File: src/rtl/sat_pkg.sv
package sat_pkg;

  // strobes from frame control to the shift datapath
  typedef struct packed {
    logic tick;    // bit-clock update edge
    logic load;    // first bit of a word
    logic dataOn;  // position lies inside a word
  } txStrobe_t;

  // width code to sample bits: 8, 16, 24, 32
  function automatic logic [6:0] slotBits(input logic [1:0] sel);
    return 7'({sel, 3'b000}) + 7'd8;
  endfunction

endpackage

File: src/rtl/sat_ctrl.sv
module sat_ctrl
  import sat_pkg::*;
#(
  parameter int DIV_W = 8,
  parameter int PER_W = 8
) (
  input  logic             clk,
  input  logic             rstN,
  input  logic             enSet,
  input  logic             enClr,
  input  logic             fmtDsp,
  input  logic [1:0]       widthSel,
  input  logic             stereo,
  input  logic [DIV_W-1:0] clkDiv,
  input  logic [PER_W-1:0] framePeriod,
  output logic             bclk,
  output logic             fsync,
  output logic             txEnd,
  output logic             cfgError,
  output txStrobe_t        strobe
);
  localparam int CMP_W = ((PER_W > 8) ? PER_W : 8) + 1;

  logic [DIV_W-1:0] divCnt;
  logic             bclkQ;
  logic             halfEnd, tick;

  assign halfEnd = (clkDiv != '0) && (divCnt >= clkDiv - DIV_W'(1));
  assign tick    = halfEnd && (fmtDsp ? !bclkQ : bclkQ);

  always_ff @(posedge clk) begin
    if (!rstN) begin
      divCnt <= '0;
      bclkQ  <= 1'b0;
    end else if (clkDiv == '0) begin
      divCnt <= '0;
    end else if (halfEnd) begin
      divCnt <= '0;
      bclkQ  <= ~bclkQ;
    end else begin
      divCnt <= divCnt + DIV_W'(1);
    end
  end

  // frame geometry
  logic [6:0]       wBits;
  logic [CMP_W-1:0] wExt, dataEnd, fpExt, posInc, nextExt;
  logic [PER_W-1:0] pos, nextPos;
  logic             wrap, running, runNext, enReq;

  assign wBits    = slotBits(widthSel);
  assign wExt     = CMP_W'(wBits);
  assign dataEnd  = stereo ? (wExt << 1) : wExt;
  assign fpExt    = CMP_W'(framePeriod);
  assign cfgError = (!fmtDsp && widthSel[1]) || (fpExt < dataEnd + CMP_W'(1));

  assign posInc  = CMP_W'(pos) + CMP_W'(1);
  assign wrap    = posInc >= fpExt;
  assign nextPos = wrap ? '0 : PER_W'(posInc);
  assign nextExt = CMP_W'(nextPos);
  assign runNext = wrap ? (enReq && !cfgError) : running;

  always_ff @(posedge clk) begin
    if (!rstN) begin
      enReq <= 1'b0;
    end else if (enClr) begin
      enReq <= 1'b0;
    end else if (enSet) begin
      enReq <= 1'b1;
    end
  end

  always_ff @(posedge clk) begin
    if (!rstN) begin
      pos     <= '1;
      running <= 1'b0;
      fsync   <= 1'b1;
    end else if (tick) begin
      pos     <= nextPos;
      running <= runNext;
      if (!runNext)    fsync <= !fmtDsp;
      else if (fmtDsp) fsync <= (nextPos == '0);
      else             fsync <= (nextExt >= wExt);
    end
  end

  assign strobe.tick   = tick;
  assign strobe.load   = tick && runNext &&
                         ((nextExt == CMP_W'(1)) || (stereo && (nextExt == wExt + CMP_W'(1))));
  assign strobe.dataOn = tick && runNext && (nextExt >= CMP_W'(1)) && (nextExt <= dataEnd);

  assign bclk  = bclkQ;
  assign txEnd = !running;

endmodule

File: src/rtl/sat_dpath.sv
module sat_dpath
  import sat_pkg::*;
#(
  parameter int DATA_W = 32
) (
  input  logic              clk,
  input  logic              rstN,
  input  txStrobe_t         strobe,
  input  logic              sampleValid,
  input  logic [DATA_W-1:0] sampleData,
  output logic              sdata,
  output logic              underrun
);
  logic [DATA_W-1:0] shReg, word;

  assign word = sampleValid ? sampleData : '0;

  always_ff @(posedge clk) begin
    if (!rstN) begin
      shReg    <= '0;
      sdata    <= 1'b0;
      underrun <= 1'b0;
    end else begin
      underrun <= strobe.load && !sampleValid;
      if (strobe.tick) begin
        if (strobe.load) begin
          sdata <= word[DATA_W-1];
          shReg <= word << 1;
        end else if (strobe.dataOn) begin
          sdata <= shReg[DATA_W-1];
          shReg <= shReg << 1;
        end else begin
          sdata <= 1'b0;
        end
      end
    end
  end

endmodule

File: src/rtl/serial_audio_tx.sv
module serial_audio_tx
  import sat_pkg::*;
#(
  parameter int DIV_W  = 8,
  parameter int PER_W  = 8,
  parameter int DATA_W = 32
) (
  input  logic              clk,
  input  logic              rstN,
  input  logic              enSet,
  input  logic              enClr,
  input  logic              fmtDsp,
  input  logic [1:0]        widthSel,
  input  logic              stereo,
  input  logic [DIV_W-1:0]  clkDiv,
  input  logic [PER_W-1:0]  framePeriod,
  input  logic              sampleValid,
  input  logic [DATA_W-1:0] sampleData,
  output logic              sampleReady,
  output logic              bclk,
  output logic              fsync,
  output logic              sdata,
  output logic              underrun,
  output logic              txEnd,
  output logic              cfgError
);
  txStrobe_t strobe;

  sat_ctrl #(.DIV_W(DIV_W), .PER_W(PER_W)) u_ctrl (
    .clk(clk), .rstN(rstN), .enSet(enSet), .enClr(enClr),
    .fmtDsp(fmtDsp), .widthSel(widthSel), .stereo(stereo),
    .clkDiv(clkDiv), .framePeriod(framePeriod),
    .bclk(bclk), .fsync(fsync), .txEnd(txEnd), .cfgError(cfgError),
    .strobe(strobe)
  );

  sat_dpath #(.DATA_W(DATA_W)) u_dpath (
    .clk(clk), .rstN(rstN), .strobe(strobe),
    .sampleValid(sampleValid), .sampleData(sampleData),
    .sdata(sdata), .underrun(underrun)
  );

  assign sampleReady = strobe.load;

endmodule

File: config.mk
export PLATFORM = sky130hd
export DESIGN_NAME = serial_audio_tx
export DESIGN_NICKNAME = d
export VERILOG_FILES = /design/src/rtl/sat_pkg.sv /design/src/rtl/sat_ctrl.sv /design/src/rtl/sat_dpath.sv /design/src/rtl/serial_audio_tx.sv
export SDC_FILE = /design/constraint.sdc
export NUM_CORES = 1
export LEC_CHECK = 0
export CAP_MARGIN = 25
export CORE_ASPECT_RATIO = 0.75
export CORE_MARGIN = 2
export CORE_UTILIZATION = 45
export CTS_CLUSTER_SIZE = 40
export DETAILED_ROUTE_END_ITERATION = 16
export HOLD_SLACK_MARGIN = 0.12
export PLACE_DENSITY = 0.76
export SYNTH_ARGS = -nofsm -noshare
export SYNTH_HDL_FRONTEND = slang
export SYNTH_SLANG_ARGS = --single-unit
File: constraint.sdc
create_clock -name clk -period 4.7 [get_ports clk]
set_clock_uncertainty 0.1 [all_clocks]
set_input_delay 0.705 -clock clk [delete_from_list [all_inputs] [get_ports clk]]
set_output_delay 0.705 -clock clk [all_outputs]
set_load 0.02 [all_outputs]
**Word-level counts from Yosys, hierarchy flattened**

Cells that the tools add are included.

- Bits in registers: 54
- Input bits: 57

- $add $sub $neg: 6
- Order comparisons: 6
- Equal/unequal tests: 2
- Mux-type cells: 11
- Bitwise logic cells: 3
- Reduce and logical (&&, ||, !) cells: 25

Operators with widths:

| cell | number |
|---|---|
| 32-bit two-way mux | 3 |
| 8-bit logical NOT | 2 |
| 8-bit two-way mux | 2 |
| 1-bit logical AND | 10 |
| 8-bit by 1-bit adder with 9-bit output (second input constant) | 1 |
| 9-bit by 1-bit adder with 9-bit output (second input constant) | 1 |
| 8-bit by 9-bit equality test with 1-bit output | 1 |
| 9-bit by 8-bit greater-or-equal comparator with 1-bit output | 1 |
| 8-bit by 9-bit <= comparator with 1-bit output | 1 |
| 8-bit by 9-bit less-than comparator with 1-bit output | 1 |
| 7-bit by 1-bit adder with 8-bit output (second input constant) | 1 |
| 8-bit by 1-bit adder with 8-bit output (second input constant) | 1 |
| 8-bit by 1-bit equality test with 1-bit output (second input constant) | 1 |
| 8-bit by 1-bit greater-or-equal comparator with 1-bit output (second input constant) | 1 |
| 8-bit by 7-bit greater-or-equal comparator with 1-bit output | 1 |
| 8-bit greater-or-equal comparator | 1 |
| 8-bit nonzero test | 1 |
| 8-bit by 1-bit subtractor with 8-bit output (second input constant) | 1 |
| 5-bit by 4-bit adder with 6-bit output (second input constant) | 1 |
| 1-bit two-way mux | 6 |
| 1-bit logical NOT | 5 |
| 2-bit AND reduction | 2 |
| 1-bit inverter | 3 |
| 3-bit OR reduction | 1 |
| other kinds (3) | 4 |

**Depth between registers and ports, before layout**

- Word-level depth: 13
- Depth in mapped cells: 18
- Depth with buffers taken out: 17

**By module**

Synthesis repeated with hierarchy kept, for this count alone.

- Cell total of the unflattened synthesis: 415
- Area total of the unflattened synthesis: 3547.2 um^2

By module, submodules not included:

| module | instances | cells each | area an instance (um^2) | seq. area each (um^2) |
|---|---|---|---|---|
| sat_ctrl | 1 | 262 | 2004.4 | 400.4 |
| sat_dpath | 1 | 153 | 1542.7 | 660.6 |

**Worst setup path after synthesis**

OpenSTA, ideal clock, no wires.

- Path type: reg2out
- From: register u_ctrl.pos[1]
- To: output sampleReady
- Arrival time: 3384 ps
- Data required time: 3895 ps
- Slack: 511 ps
- Stages on the path, launching flop included: 15
- Buffers on the path: 0
- Cell sequence: dfxtp_1 > ha_1 > nand3_2 > nor2_1 > xor2_1 > ha_1 > a21oi_1 > o221ai_1 > a211oi_4 > nand2_1 > ha_1 > nand4_1 > nor2_1 > o2111ai_2 > nor4_4

- Cells in the longest elaborated chain, start to end: 7
- Elaborated cells between the ends (all ways): 10
- Classes of those cells: add/sub (1); order compare (1); eq/ne (2); mux (2); reduce/logical (4)

Ends and longest elaborated chain:

| element | RTL line | RTL |
|---|---|---|
| start, declared | sat_ctrl.sv:48 | `logic [PER_W-1:0] pos, nextPos;` |
| start signal, assigned | sat_ctrl.sv:79 | `pos <= nextPos;` |
| 8-bit by 1-bit adder with 9-bit output * | sat_ctrl.sv:57 | `assign posInc = CMP_W'(pos) + CMP_W'(1);` |
| 9-bit by 8-bit greater-or-equal comparator with 1-bit output | sat_ctrl.sv:58 | `assign wrap = posInc >= fpExt;` |
| 8-bit two-way mux | sat_ctrl.sv:59 | `assign nextPos = wrap ? '0 : PER_W'(posInc);` |
| 8-bit by 9-bit equality test with 1-bit output | sat_ctrl.sv:89 | `((nextExt == CMP_W'(1)) \|\| (stereo && (nextExt == wExt + CMP_W'(1))));` |
| 1-bit logical AND | sat_ctrl.sv:89 |  |
| 1-bit logical OR | sat_ctrl.sv:89 |  |
| 1-bit logical AND * | sat_ctrl.sv:88 | `assign strobe.load = tick && runNext &&` |
| end, declared | serial_audio_tx.sv:19 | `output logic sampleReady,` |

Mark *: on every way between the ends. The rest lies on a longest branch, timed or not.

**Worst setup path after layout**

- From: register u_ctrl.pos[3]
- To: output sampleReady

Same word-level chain as after synthesis.

==> summary.md <==
| Metric | Value |
|---|---|
| Global-route wire length before repair | `12.5 mm` |
| Post-synth top area share | `0.318` |
| Die X | `103 um` |
| Critical path launch point type | `register` |
| Slew @ Worst Pin | `549 ps` |
| Critical path buffer and inverter count | `1` |
| Ranking of synthesized cells by area | `dfxtp_1 (32%), ha_1 (12%), mux2i_1 (9.6%), o2bb2ai_1 (7.6%), nor2_1 (3.6%)` |
| Area Overhead vs Synth | `25.9%` |
| RSZ-0062 raised after global routing | `no` |
| Leakage power | `0.00189 uW` |
| Crit path time final | `4490 ps` |
| Final Power | `881 uW` |
| I/O pin cnt | `64` |
| Vias/cell | `5.35` |
| Hold buffers post-CTS | `0` |
| Post-Syn Nets | `446` |
| Run status | `complete, no violations` |
| CP Cell Sequence | `nand4_1 > nor2_1 > xnor2_1 > ha_1 > nand3_1 > o221ai_1 > a211oi_4 > nand2_1 > ha_1 > nand4_1 > nor2_1 > o2111ai_2 > nor4_4 > clkbuf_2` |
| CP arrival | `3680 ps` |
| Most frequent cells after synthesis | `dfxtp_1 (53), ha_1 (32), mux2i_1 (32), nor2_1 (32), o2bb2ai_1 (29)` |
| Final Cycle Share | `0.955` |
| Clk_lat worst skew | `300 ps` |
| Number of flops mapped to enable cells by yosys | `0` |
| Sequential area share after synthesis | `0.318` |
| Yosys reg bits | `53` |
| Mapped Avg Cell Area | `9.34 um2` |
| Vias in the first global route | `2691` |
| R2R Path Start | `u_ctrl.pos[3]$_SDFFE_PN1P_` |
| PwrDens | `210 nW/um2` |
| Die Ht | `78.5 um` |
| Hold slack final | `382 ps` |
| Row cnt | `27` |
| Kind of critical path | `register to primary output` |
| Placement Setup Slack | `-39.7 ps` |
| H-tree levels | `2` |
| Max FO, Critical Path | `5` |
| Most common cell in the netlist | `dfxtp_1` |
| Average wire per standard cell | `14.5 um` |
| Clock transition at path regs | `110 ps` |
| Max-Cap Viols | `0` |
| Maximum VDD drop | `0.115 mV` |
| CTS max path bufs | `2` |
| CTS Buf Count | `5` |
| Post-synth top area cell | `dfxtp_1` |
| Gpl congestion | `0.973` |
| Post-synthesis cell count | `357` |
| Worst flop-to-flop path endpoint | `u_dpath.shReg[14]$_SDFFE_PN0P_` |
| Drt drc | `0` |
| Syn. warnings | `0` |
| Final setup vio count | `0` |
| Die ar. | `8120 um2` |
| Detailed Route WL | `7.66 mm` |
| Largest net degree at the start of global routing | `32` |
| Grt total ovfl | `0` |
| Slew headroom | `0.633` |
| Worst Hold Path Cells | `2` |
| Core Region | `7260 um2` |
| Post-Syn Area | `3330 um2` |
| Layout cells sized above 1 | `0.0888` |
| GRT Total Usage | `0.192` |
| Starting density of the core | `0.459` |
| Worst path slowest cell | `dfxtp_1` |
| Vias | `2829` |
| Slew Limit Fails | `0` |
| FILL cells | `647` |
| Post-detail-place hpwl | `6.11 mm` |
| Hold Fails Final Rpt | `0` |
| Hold Path End | `u_dpath.shReg[1]$_SDFFE_PN0P_` |
| Fmax | `0.223 GHz` |
| R2R depth | `18` |
| Synth cell types | `52` |
| CTS tree | `built` |
| Worst hold path class | `register to register` |
| Root buffer cell | `clkbuf_8` |
| CTS sink count | `53` |
| Min-delay src | `u_dpath.shReg[1]$_SDFFE_PN0P_` |
| Cell family with most CP delay | `simple AND/OR/NAND/NOR gates` |
| Critical Path RT | `3890 ps` |
| Final setup margin | `212 ps` |
| CP Capture Type | `primary output` |
| Antenna viol nets, final | `0` |
| Pre-Repair DR Iteration Count | `5` |
| Fraction of registers with async set/reset | `0` |
| N_diodes | `0` |
| Crit-path max cell delay | `450 ps` |
| DRT iter0 DRCs | `86` |
| Nets | `516` |
| Ys flop type | `dfxtp_1` |
| Initial antenna violation count | `0` |
| Reg2Reg Setup Slack | `470 ps` |
| Port buffer count | `63` |
[metal layers]
layer	vias up	GRT usage	part of all wire	wire (um)
met2	47	0.305	0.47	3570
met4	0	0.0434	0.0085	65
met5	-	0	0	0
met3	8	0.0356	0.042	319
met1	1327	0.268	0.48	3710
li1	1447	-	-	-
[tightest hold or removal path, delay by kind of cell (launching register included)]
kind             cells  cell delay, ps
AO/OA/AOI/OAI        1              60
flip-flops           1             330
AND/OR/NAND/NOR      1              60
[registers in the layout, indices dropped and copies added, names as in the netlist]
signal	cells
u_dpath.sdata	1
u_ctrl.enReq	1
u_dpath.underrun	1
u_ctrl.bclk	1
u_ctrl.pos	8
u_ctrl.running	1
u_dpath.shReg	31
u_ctrl.fsync	1
u_ctrl.divCnt	8
[how the worst max path moves through the flow]
stage	endpoint	from	slack, ps	cells past startpoint
finish	sampleReady	u_ctrl.pos[3]$_SDFFE_PN1P_	210	14
global route	sampleReady	u_ctrl.pos[0]$_SDFFE_PN1P_	9	15
CTS	sampleReady	u_ctrl.pos[0]$_SDFFE_PN1P_	50	15
detailed placement	sampleReady	framePeriod[4]	-40	13
global placement	sampleReady	framePeriod[4]	20	13
floorplan	sampleReady	u_ctrl.pos[1]$_SDFFE_PN1P_	510	14
[through the flow]
stage           util  TNS [ps]  instance area, um2  cells
3_5_place_dp   0.566     -39.7                4110    521
2_1_floorplan      -         0                3330    357
6_report       0.578         0                4200    529
5_1_grt        0.578         0                4200    529
3_3_place_gp   0.566         0                4110    521
4_1_cts        0.578         0                4200    529
[where the power goes]
group | internal [uW] | switching, uW | total, uW
Combinational | 86.7 | 75.0 | 162
Clock | 106 | 155 | 261
Sequential | 453 | 5.46 | 458
[cells in the final DEF, fill, tap and decap left out, types with 2 or more instances in the layout]
master / instances
and2_1: 5
buf_4: 13
clkdlybuf4s50_1: 62
xnor2_1: 9
nand3_1: 13
nand3_2: 2
nand4_1: 7
nand2_1: 20
o2111ai_1: 2
inv_1: 25
and3_1: 2
o21a_1: 2
nor2_1: 31
clkbuf_8: 5
a21oi_1: 8
xor2_1: 12
ha_1: 32
nor2b_1: 2
a211o_1: 4
o21ai_0: 8
or2_2: 2
o2bb2ai_1: 29
nor4_1: 3
dfxtp_1: 52
nand2b_1: 2
nor3_1: 8
a211oi_1: 2
o211ai_1: 5
mux2i_1: 32
[what timing repair did]
action                     CTS  global route
setup endpoints to repair    1             1
resized for setup            2             3
setup buffers                0             0
[logic make-up (layout without fill, tap and decap cells)]
family / count (synthesis) / in the layout / synth area share
compound gates: 76 / 76 / 0.191
xor+xnor: 21 / 21 / 0.0552
fa+ha+maj: 32 / 32 / 0.120
buf+inv: 39 / 110 / 0.0578
flops: 53 / 53 / 0.318
mux: 32 / 32 / 0.0961
simple gates: 104 / 104 / 0.161
[cell type report]
cell class,instances,area [um2],area share
clock buffers,5,68.8,0.0164
clock inverters,3,21.3,0.00507
multi-input cells,265,2080,0.496
flip-flops and latches,53,1060,0.253
inverters,25,93.8,0.0224
well taps,101,126,0.0301
repair buffers,77,743,0.177
(Power assumes the default switching activity.)
